===== src/rtl/stst_pkg.sv =====
package stst_pkg;

  typedef enum logic [2:0] {
    ST_RESET = 3'd0,
    ST_ENC   = 3'd1,
    ST_DEC   = 3'd2,
    ST_OPER  = 3'd3,
    ST_ERROR = 3'd4
  } stst_state_e;

  // Next-state rule of the sequencer, kept apart so it reads as a table.
  function automatic stst_state_e stst_next(input stst_state_e cur,
                                            input logic trig,
                                            input logic ack,
                                            input logic match,
                                            input logic expired);
    stst_state_e nxt;
    nxt = cur;
    case (cur)
      ST_RESET: nxt = ST_ENC;
      ST_ENC: begin
        if (ack)          nxt = match ? ST_DEC : ST_ERROR;
        else if (expired) nxt = ST_ERROR;
      end
      ST_DEC: begin
        if (ack)          nxt = match ? ST_OPER : ST_ERROR;
        else if (expired) nxt = ST_ERROR;
      end
      ST_OPER:  if (trig) nxt = ST_ENC;
      ST_ERROR: nxt = ST_ERROR;
      default:  nxt = ST_ERROR;
    endcase
    return nxt;
  endfunction

  function automatic logic stst_in_test(input stst_state_e s);
    return (s == ST_ENC) || (s == ST_DEC);
  endfunction

endpackage


===== src/rtl/stst_timer.sv =====
module stst_timer #(
  parameter int unsigned TIMEOUT = 32,
  localparam int unsigned CW = $clog2(TIMEOUT + 1)
) (
  input  logic clk,
  input  logic rst_n,
  input  logic run_i,
  input  logic restart_i,
  output logic expired_o
);

  logic [CW-1:0] cnt_q;

  always_ff @(posedge clk or negedge rst_n) begin
    if (!rst_n)                  cnt_q <= '0;
    else if (!run_i || restart_i) cnt_q <= '0;
    else                         cnt_q <= cnt_q + 1'b1;
  end

  assign expired_o = run_i && (cnt_q == CW'(TIMEOUT - 1));

endmodule


===== src/rtl/stst_fsm.sv =====
module stst_fsm
  import stst_pkg::*;
#(
  parameter int unsigned BLK_W = 128,
  parameter logic [BLK_W-1:0] KAT_PT = '0,
  parameter logic [BLK_W-1:0] KAT_CT = '0
) (
  input  logic             clk,
  input  logic             rst_n,
  input  logic             trig_i,
  input  logic             enc_ack_i,
  input  logic [BLK_W-1:0] enc_res_i,
  input  logic             dec_ack_i,
  input  logic [BLK_W-1:0] dec_res_i,
  input  logic             expired_i,
  output stst_state_e      state_o,
  output logic             restart_o,
  output logic             ev_pass_o,
  output logic             ev_fail_o,
  output logic             ev_timeout_o,
  output logic             ev_rerun_o
);

  stst_state_e state_q, state_d;
  logic             ack_cur;
  logic [BLK_W-1:0] res_cur;
  logic [BLK_W-1:0] exp_cur;
  logic             match;

  always_comb begin
    ack_cur = 1'b0;
    res_cur = '0;
    exp_cur = '0;
    case (state_q)
      ST_ENC: begin ack_cur = enc_ack_i; res_cur = enc_res_i; exp_cur = KAT_CT; end
      ST_DEC: begin ack_cur = dec_ack_i; res_cur = dec_res_i; exp_cur = KAT_PT; end
      default: ;
    endcase
  end

  assign match   = (res_cur == exp_cur);
  assign state_d = stst_next(state_q, trig_i, ack_cur, match, expired_i);

  always_ff @(posedge clk or negedge rst_n) begin
    if (!rst_n) state_q <= ST_RESET;
    else        state_q <= state_d;
  end

  assign state_o      = state_q;
  assign restart_o    = (state_d != state_q);
  assign ev_pass_o    = ack_cur && match;
  assign ev_fail_o    = ack_cur && !match;
  assign ev_timeout_o = stst_in_test(state_q) && !ack_cur && expired_i;
  assign ev_rerun_o   = (state_q == ST_OPER) && trig_i;

endmodule


===== src/rtl/stst_gate.sv =====
module stst_gate #(
  parameter int unsigned NLANE = 2,
  parameter int unsigned DW    = 32
) (
  input  logic                open_i,
  input  logic [NLANE-1:0]    svc_req_i,
  output logic [NLANE-1:0]    svc_gnt_o,
  input  logic [NLANE*DW-1:0] dout_i,
  output logic [NLANE*DW-1:0] dout_o
);

  for (genvar g = 0; g < NLANE; g++) begin : g_lane
    assign svc_gnt_o[g]          = open_i & svc_req_i[g];
    assign dout_o[g*DW +: DW]    = open_i ? dout_i[g*DW +: DW] : '0;
  end

endmodule


===== src/rtl/cipher_selftest_seq.sv =====
module cipher_selftest_seq
  import stst_pkg::*;
#(
  parameter int unsigned KEY_W   = 256,
  parameter int unsigned BLK_W   = 128,
  parameter int unsigned NLANE   = 2,
  parameter int unsigned DW      = 32,
  parameter int unsigned TIMEOUT = 32,
  parameter logic [KEY_W-1:0] KAT_KEY = {128'h0f1e2d3c4b5a69788796a5b4c3d2e1f0,
                                         128'h00112233445566778899aabbccddeeff},
  parameter logic [BLK_W-1:0] KAT_TWEAK = 128'h13579bdf02468ace13579bdf02468ace,
  parameter logic [BLK_W-1:0] KAT_PT    = 128'hdeadbeef0123456789abcdeffedcba98,
  parameter logic [BLK_W-1:0] KAT_CT    = 128'h6c1f04a3b7e2995d08c4f13a72be5d10
) (
  input  logic                clk,
  input  logic                rst_n,
  input  logic                selftest_trig_i,
  output logic                kat_enc_req_o,
  output logic                kat_dec_req_o,
  output logic [KEY_W-1:0]    kat_key_o,
  output logic [BLK_W-1:0]    kat_tweak_o,
  output logic [BLK_W-1:0]    kat_din_o,
  input  logic                kat_enc_ack_i,
  input  logic [BLK_W-1:0]    kat_enc_res_i,
  input  logic                kat_dec_ack_i,
  input  logic [BLK_W-1:0]    kat_dec_res_i,
  input  logic [NLANE-1:0]    svc_req_i,
  output logic [NLANE-1:0]    svc_gnt_o,
  input  logic [NLANE*DW-1:0] eng_dout_i,
  output logic [NLANE*DW-1:0] eng_dout_o,
  output logic                key_clear_o,
  output logic                st_pass_o,
  output logic                st_err_o
);

  stst_state_e state;
  logic restart, expired, in_test;
  logic ev_pass, ev_fail, ev_timeout, ev_rerun;

  stst_fsm #(
    .BLK_W (BLK_W),
    .KAT_PT(KAT_PT),
    .KAT_CT(KAT_CT)
  ) u_fsm (
    .clk         (clk),
    .rst_n       (rst_n),
    .trig_i      (selftest_trig_i),
    .enc_ack_i   (kat_enc_ack_i),
    .enc_res_i   (kat_enc_res_i),
    .dec_ack_i   (kat_dec_ack_i),
    .dec_res_i   (kat_dec_res_i),
    .expired_i   (expired),
    .state_o     (state),
    .restart_o   (restart),
    .ev_pass_o   (ev_pass),
    .ev_fail_o   (ev_fail),
    .ev_timeout_o(ev_timeout),
    .ev_rerun_o  (ev_rerun)
  );

  assign in_test = stst_in_test(state);

  stst_timer #(.TIMEOUT(TIMEOUT)) u_timer (
    .clk      (clk),
    .rst_n    (rst_n),
    .run_i    (in_test),
    .restart_i(restart),
    .expired_o(expired)
  );

  stst_gate #(.NLANE(NLANE), .DW(DW)) u_gate (
    .open_i   (state == ST_OPER),
    .svc_req_i(svc_req_i),
    .svc_gnt_o(svc_gnt_o),
    .dout_i   (eng_dout_i),
    .dout_o   (eng_dout_o)
  );

  assign kat_enc_req_o = (state == ST_ENC);
  assign kat_dec_req_o = (state == ST_DEC);
  assign kat_key_o     = in_test ? KAT_KEY   : '0;
  assign kat_tweak_o   = in_test ? KAT_TWEAK : '0;
  assign kat_din_o     = (state == ST_ENC) ? KAT_PT :
                         (state == ST_DEC) ? KAT_CT : '0;
  assign key_clear_o   = (state == ST_ERROR);
  assign st_err_o      = (state == ST_ERROR);
  assign st_pass_o     = (state == ST_OPER);

endmodule


===== config.mk =====
export PLATFORM = sky130hd
export DESIGN_NAME = cipher_selftest_seq
export DESIGN_NICKNAME = d
export VERILOG_FILES = /design/src/rtl/stst_pkg.sv /design/src/rtl/stst_timer.sv /design/src/rtl/stst_fsm.sv /design/src/rtl/stst_gate.sv /design/src/rtl/cipher_selftest_seq.sv
export SDC_FILE = /design/constraint.sdc
export NUM_CORES = 1
export LEC_CHECK = 0
export ABC_AREA = 0
export BUFFER_PORTS_ARGS = -buffer_cell sky130_fd_sc_hd__buf_2
export CORE_AREA = 10 10 343 345
export DETAILED_ROUTE_END_ITERATION = 8
export DIE_AREA = 0 0 353 355
export PLACE_DENSITY = 0.37
export SETUP_SLACK_MARGIN = 0.02
export SYNTH_ARGS = -nofsm -noshare
export SYNTH_HDL_FRONTEND = slang
export SYNTH_SLANG_ARGS = --single-unit

===== constraint.sdc =====
create_clock -name clk -period 7 [get_ports clk]
set_input_delay 0 -clock clk [delete_from_list [all_inputs] [get_ports clk]]
set_output_delay 0 -clock clk [all_outputs]
set_load 0.1 [all_outputs]

# Yosys cells after proc, flatten, opt, wreduce, memory -nomap -nowiden
# Cells that the tools add are included.
totals:
  register_bits: 9
  inputBits: 327
  output_inout_bits: 583
classes:
  addsub: 1
  n_mux: 17
  n_reduce_logical: 5
  n_bitwise: 2
  n_eq_ne: 7
op_table:
  columns: ["operator", "count"]
  rows:
  - ["128-bit one-hot mux with 2 select lines", 2]
  - ["252-bit two-way mux", 1]
  - ["128-bit equality test", 1]
  - ["128-bit two-way mux", 1]
  - ["127-bit two-way mux", 1]
  - ["125-bit two-way mux", 1]
  - ["32-bit two-way mux", 2]
  - ["3-bit two-way mux", 6]
  - ["3-bit one-hot mux with 4 select lines", 1]
  - ["6-bit by 1-bit adder with 6-bit output (second input constant)", 1]
  - ["3-bit by 2-bit equality test with 1-bit output (second input constant)", 2]
  - ["6-bit by 5-bit equality test with 1-bit output (second input constant)", 1]
  - ["6-bit two-way mux", 1]
  - ["3-bit by 1-bit equality test with 1-bit output (second input constant)", 1]
  - ["3-bit equality test (second input constant)", 1]
  - ["3-bit zero test", 1]
  - ["3-bit != test", 1]
  - ["1-bit AND", 2]
  - ["1-bit logical OR", 2]
  - ["1-bit one-hot mux with 2 select lines", 1]
  - ["1-bit logical AND", 1]
  - ["1-bit zero test", 1]

# Logic depth before layout (Yosys ltp)
logic_depth:
  ltp_word: 9
  ltp_mapped: 10
  depth_no_buf: 9

# By module
# A second synthesis with hierarchy kept.
hier_totals:
  cells_unflattened: 800
  area_unflattened_um2: 5943.2
modules_own_cells:
  columns: ["mod", "area_per_inst_um2", "seq_area_each_um2", "n_inst", "cells_each"]
  rows:
  - ["cipher_selftest_seq", 3900.0, 0.0, 1, 520]
  - ["stst_fsm", 1298.7, 75.1, 1, 182]
  - ["stst_gate", 479.2, 0.0, 1, 73]
  - ["stst_timer", 265.3, 150.1, 1, 25]

# Least setup slack after synthesis
# No wires, ideal clock.
synth_path:
  path_kind: "flip-flop to flip-flop"
  startpoint: "reg u_fsm.state_q[0], in the netlist u_fsm.state_o[0]"
  endpoint: "reg u_fsm.state_q[2], in the netlist u_fsm.state_o[2]"
  slack_ns: 1.521
  path_stages_with_launch: 8
  arrival_ns: 5.387
  synth_period_minus_slack_ns: 5.479
  path_buffers: 0
  setup_ns: 0.092
  path_cell_list: "dfrtp_1 and2b_4 nand2_4 nand2_1 o21ai_0 nand4_1 a211oi_1 a31oi_1"
synth_via:
  elab_chain_len: 6
  elab_cells_between_ends: 16
synth_lines:
  columns: ["item", "line_no", "text"]
  rows:
  - ["start: declaration", "stst_fsm.sv:24", "stst_state_e state_q, state_d;"]
  - ["start signal: assignment", "stst_fsm.sv:46", "else state_q <= state_d;"]
  - ["3-bit by 1-bit equality test with 1-bit output / 3-bit by 2-bit equality test with 1-bit output (equally long branches)", null, null]
  - ["1-bit logical OR (*)", null, null]
  - ["via in_test", "cipher_selftest_seq.sv:37", "logic restart, expired, in_test;"]
  - ["1-bit logical AND (*)", "stst_timer.sv:20", "assign expired_o = run_i && (cnt_q == CW'(TIMEOUT - 1));"]
  - ["3-bit two-way mux (*)", "stst_pkg.sv:23, stst_pkg.sv:27", null]
  - ["3-bit two-way mux (on tied branches)", "stst_pkg.sv:26, stst_pkg.sv:22", null]
  - ["3-bit one-hot mux with 4 select lines (*)", "stst_pkg.sv:19", "case (cur)"]
  - ["via u_fsm.state_d[2]", "stst_fsm.sv:24", null]
# Mark *: on every way through the listed nets, which the timed path passes. The rest lies on a longest branch.

# Final worst setup path
layout_path:
  startpoint: "reg u_fsm.state_q[0], in the netlist u_fsm.state_o[0]"
  endpoint: "reg u_fsm.state_q[1], in the netlist u_fsm.state_o[1]"
layout_via:
  elab_chain_len: 6
  elab_cells_between_ends: 16
layout_lines:
  columns: ["item", "line_no"]
  rows:
  - ["3-bit by 2-bit equality test with 1-bit output / 3-bit by 1-bit equality test with 1-bit output (equally long branches)", null]
  - ["128-bit one-hot mux with 2 select lines / 1-bit logical OR (equally long branches)", null]
  - ["128-bit equality test / 1-bit logical AND (equally long branches)", "stst_fsm.sv:41, stst_timer.sv:20"]
  - ["3-bit two-way mux (on tied branches)", null]
  - ["3-bit two-way mux (on tied branches)", "stst_pkg.sv:26, stst_pkg.sv:22"]
  - ["3-bit one-hot mux with 4 select lines (*)", "stst_pkg.sv:19"]
  - ["via u_fsm.state_d[1]", "stst_fsm.sv:24"]
# Marks and branches as above.

==> out/metrics.cfg <==
[drt]
ant_nets=0
routed_wl_um=51630
first_iter_violations=302
wl_per_cell_um=18.60
vias_per_cell=2.405
dr.pass1.iters=4
num_vias=6675
route.detailed.drc=0

[yosys]
ys_warn_count=0
synth.ff_latch_count=9
syn-cell-area_um2=6314
synth_ff_type=dfrtp_1
avgSynthCellArea_um2=7.142
syn_inst=884
synth.distinct_cells=61
synth-edff-count=0
async_flop_share=1.000
synth_seq_area_share=0.03567

[sta]
grt_setup_unrepaired=false
final-max-slew-violation-count=0
finClkSkew_ps=2.368
hold_viol=0
holdWs_ps=209.1
tns_ps=0
setup_viol=0
max_slew_margin=0.1411
period_needed_ps=3777
max_freq_mhz=264.7
timing.final.crit_share=0.5396
tightest_slew_ps=1279
worst_slack_ps=3223

[place]
dp_slack_ps=3258
dpl.cell_count=2758
gp_congestion=0.8195
dp_hpwl_um=48920
placed_area_um2=8607
numPortBuffers=690

[clock_tree]
htree_levels=1
clkTransAtPathRegs_ps=40
cts_root_buffer=clkbuf_16
clockBufferDepth=2
cts_tree=yes
numCtsBuffers=3
cts_setup_buffers=0
cts_sinks=9
clock_latency_ps=240

[setup_path]
critPathRequiredTime_ps=7120
crit_path_end_kind=flip-flop
crit_path_start_kind=flip-flop
critPathArrivalTime_ps=3900
worstPathMaxFanout=65
critPathKind=flip-flop to flip-flop

[die]
die_x_um=353
die_y_um=355
initial_utilization=0.05721
rows=122
ios=910
die_area_um2=125300
coreArea_um2=110400

[layout]
syn2layout_area_growth_pct=38.64
regArea_um2=225.2
fillCellCount=13180
design_area_um2=8753
fin_nets=1605
multi_input_comb_area_um2=3005
drive_above_1_share=0.5627
stdcell_count=2776
utilization=0.07931

[pwr]
power_leakage_nw=4.837
ir_drop_v=0.00009561
p_per_area_nw_per_um2=177.9
p_total_mw=1.557

[global_routing]
grt_max_degree=203
grt_pass1_vias=7042
met3_usage=0.05691
grt_pass1_wl_um=64660
antenna_found_initial=39
globalRouteOverflowTotal=0
grt_util_met2=0.1188
use_met1=0.07732
grt_use_total=0.07537
busiest_layer=met2

[min_path]
min_path_type=primary input to flip-flop

[flow_run]
cap_violations=0

[run_status]
status=finished clean

-- critical path, cell delays in order (launching register included) --
cell and delay [ps]:
dfrtp_1 780, nand3_2 360, inv_2 100, buf_4 520, a21oi_1 140, nor4_1 390
nand3_1 120, or4_1 540, o31a_1 340, a2111oi_2 370
-- area by class of cell --
type,instances,share of cell area
repair buffers,697,0.4031
flip-flops and latches,9,0.02573
multi-input cells,560,0.3433
well taps,1488,0.2127
inverters,6,0.002716
diodes,12,0.003431
clock buffers,4,0.009005
-- final timing paths --
kind                                             from                          to  slack (ps)  cells past startpoint
setup / recovery           u_fsm.state_o[0]$_DFF_PN0_  u_fsm.state_o[1]$_DFF_PN0_        3220                      9
hold / removal                        selftest_trig_i  u_fsm.state_o[1]$_DFF_PN0_         210                      4
setup reg to reg           u_fsm.state_o[0]$_DFF_PN0_  u_fsm.state_o[1]$_DFF_PN0_        3220                      9
hold reg to reg            u_timer.cnt_q[0]$_DFF_PN0_  u_timer.cnt_q[0]$_DFF_PN0_         480                      1
max in group asynchronous                       rst_n  u_timer.cnt_q[2]$_DFF_PN0_        6520                      2
min in group asynchronous                       rst_n  u_timer.cnt_q[5]$_DFF_PN0_         290                      2
-- Yosys cell counts (7+ instances only) --
cell type  number  share of area
o21ai_0        10         0.0079
nor3_1         21          0.017
nor4b_1         7         0.0097
nand2_1        20          0.012
o22ai_1         8         0.0079
nand3_1        19          0.015
nor4bb_1        7          0.011
nand4_1        18          0.018
or4_1           7         0.0083
and2_1         67          0.066
clkbuf_1       13         0.0077
dfrtp_1         9          0.036
a21oi_1        37          0.029
nor2_1         22          0.013
nor4_1         21          0.021
buf_4         513           0.61
a31oi_1         7         0.0069
nand4b_1        8          0.011
-- cell usage in the layout, fill, tap and decap left out, drive strengths merged, types with 11 or more instances in the layout --
cell,count
buf,696
conb,219
and2,67
a21oi,37
nor2,22
nor3,21
nor4,21
nand2,21
nand3,20
nand4,19
diode,12
o21ai,11
-- kinds of logic (layout without fill, tap and decap cells) --
| kind of cell | count (synthesis) | after routing | synth area share |
|---|---|---|---|
| and+or+nand+nor | 246 | 246 | 0.2402 |
| other | 1 | 231 | 0.0005940 |
| DFF | 9 | 9 | 0.03567 |
| adders and majority gates | 1 | 1 | 0.001981 |
| AOI/OAI and AO/OA | 89 | 89 | 0.09216 |
| muxes | 1 | 1 | 0.001783 |
| xor gates and xnor gates | 4 | 4 | 0.005550 |
| buffers and inverters | 533 | 707 | 0.6221 |
-- registers in the layout, indices dropped and copies added (netlist names) --
name	flops
u_timer.cnt_q	6
u_fsm.state_o	3
-- power breakdown --
| part | switching, mW | internal, mW |
|---|---|---|
| combinational | 1.23 | 0.148 |
| sequential | 0.0191 | 0.0564 |
| clock | 0.0247 | 0.0761 |
| total | 1.28 | 0.280 |
-- layer usage --
layer,up-vias,part of all wire
met2,548,0.44
met1,2939,0.36
met4,34,0.029
met5,-,0.0042
li1,3066,-
met3,88,0.16
-- repair_timing --
| action | CTS | global route |
|---|---|---|
| hold endpoints to repair | 9 | 0 |
| resized for setup | 0 | 0 |
| hold buffers | 1 | 0 |
Note: power is estimated with default switching activity, not from simulation.
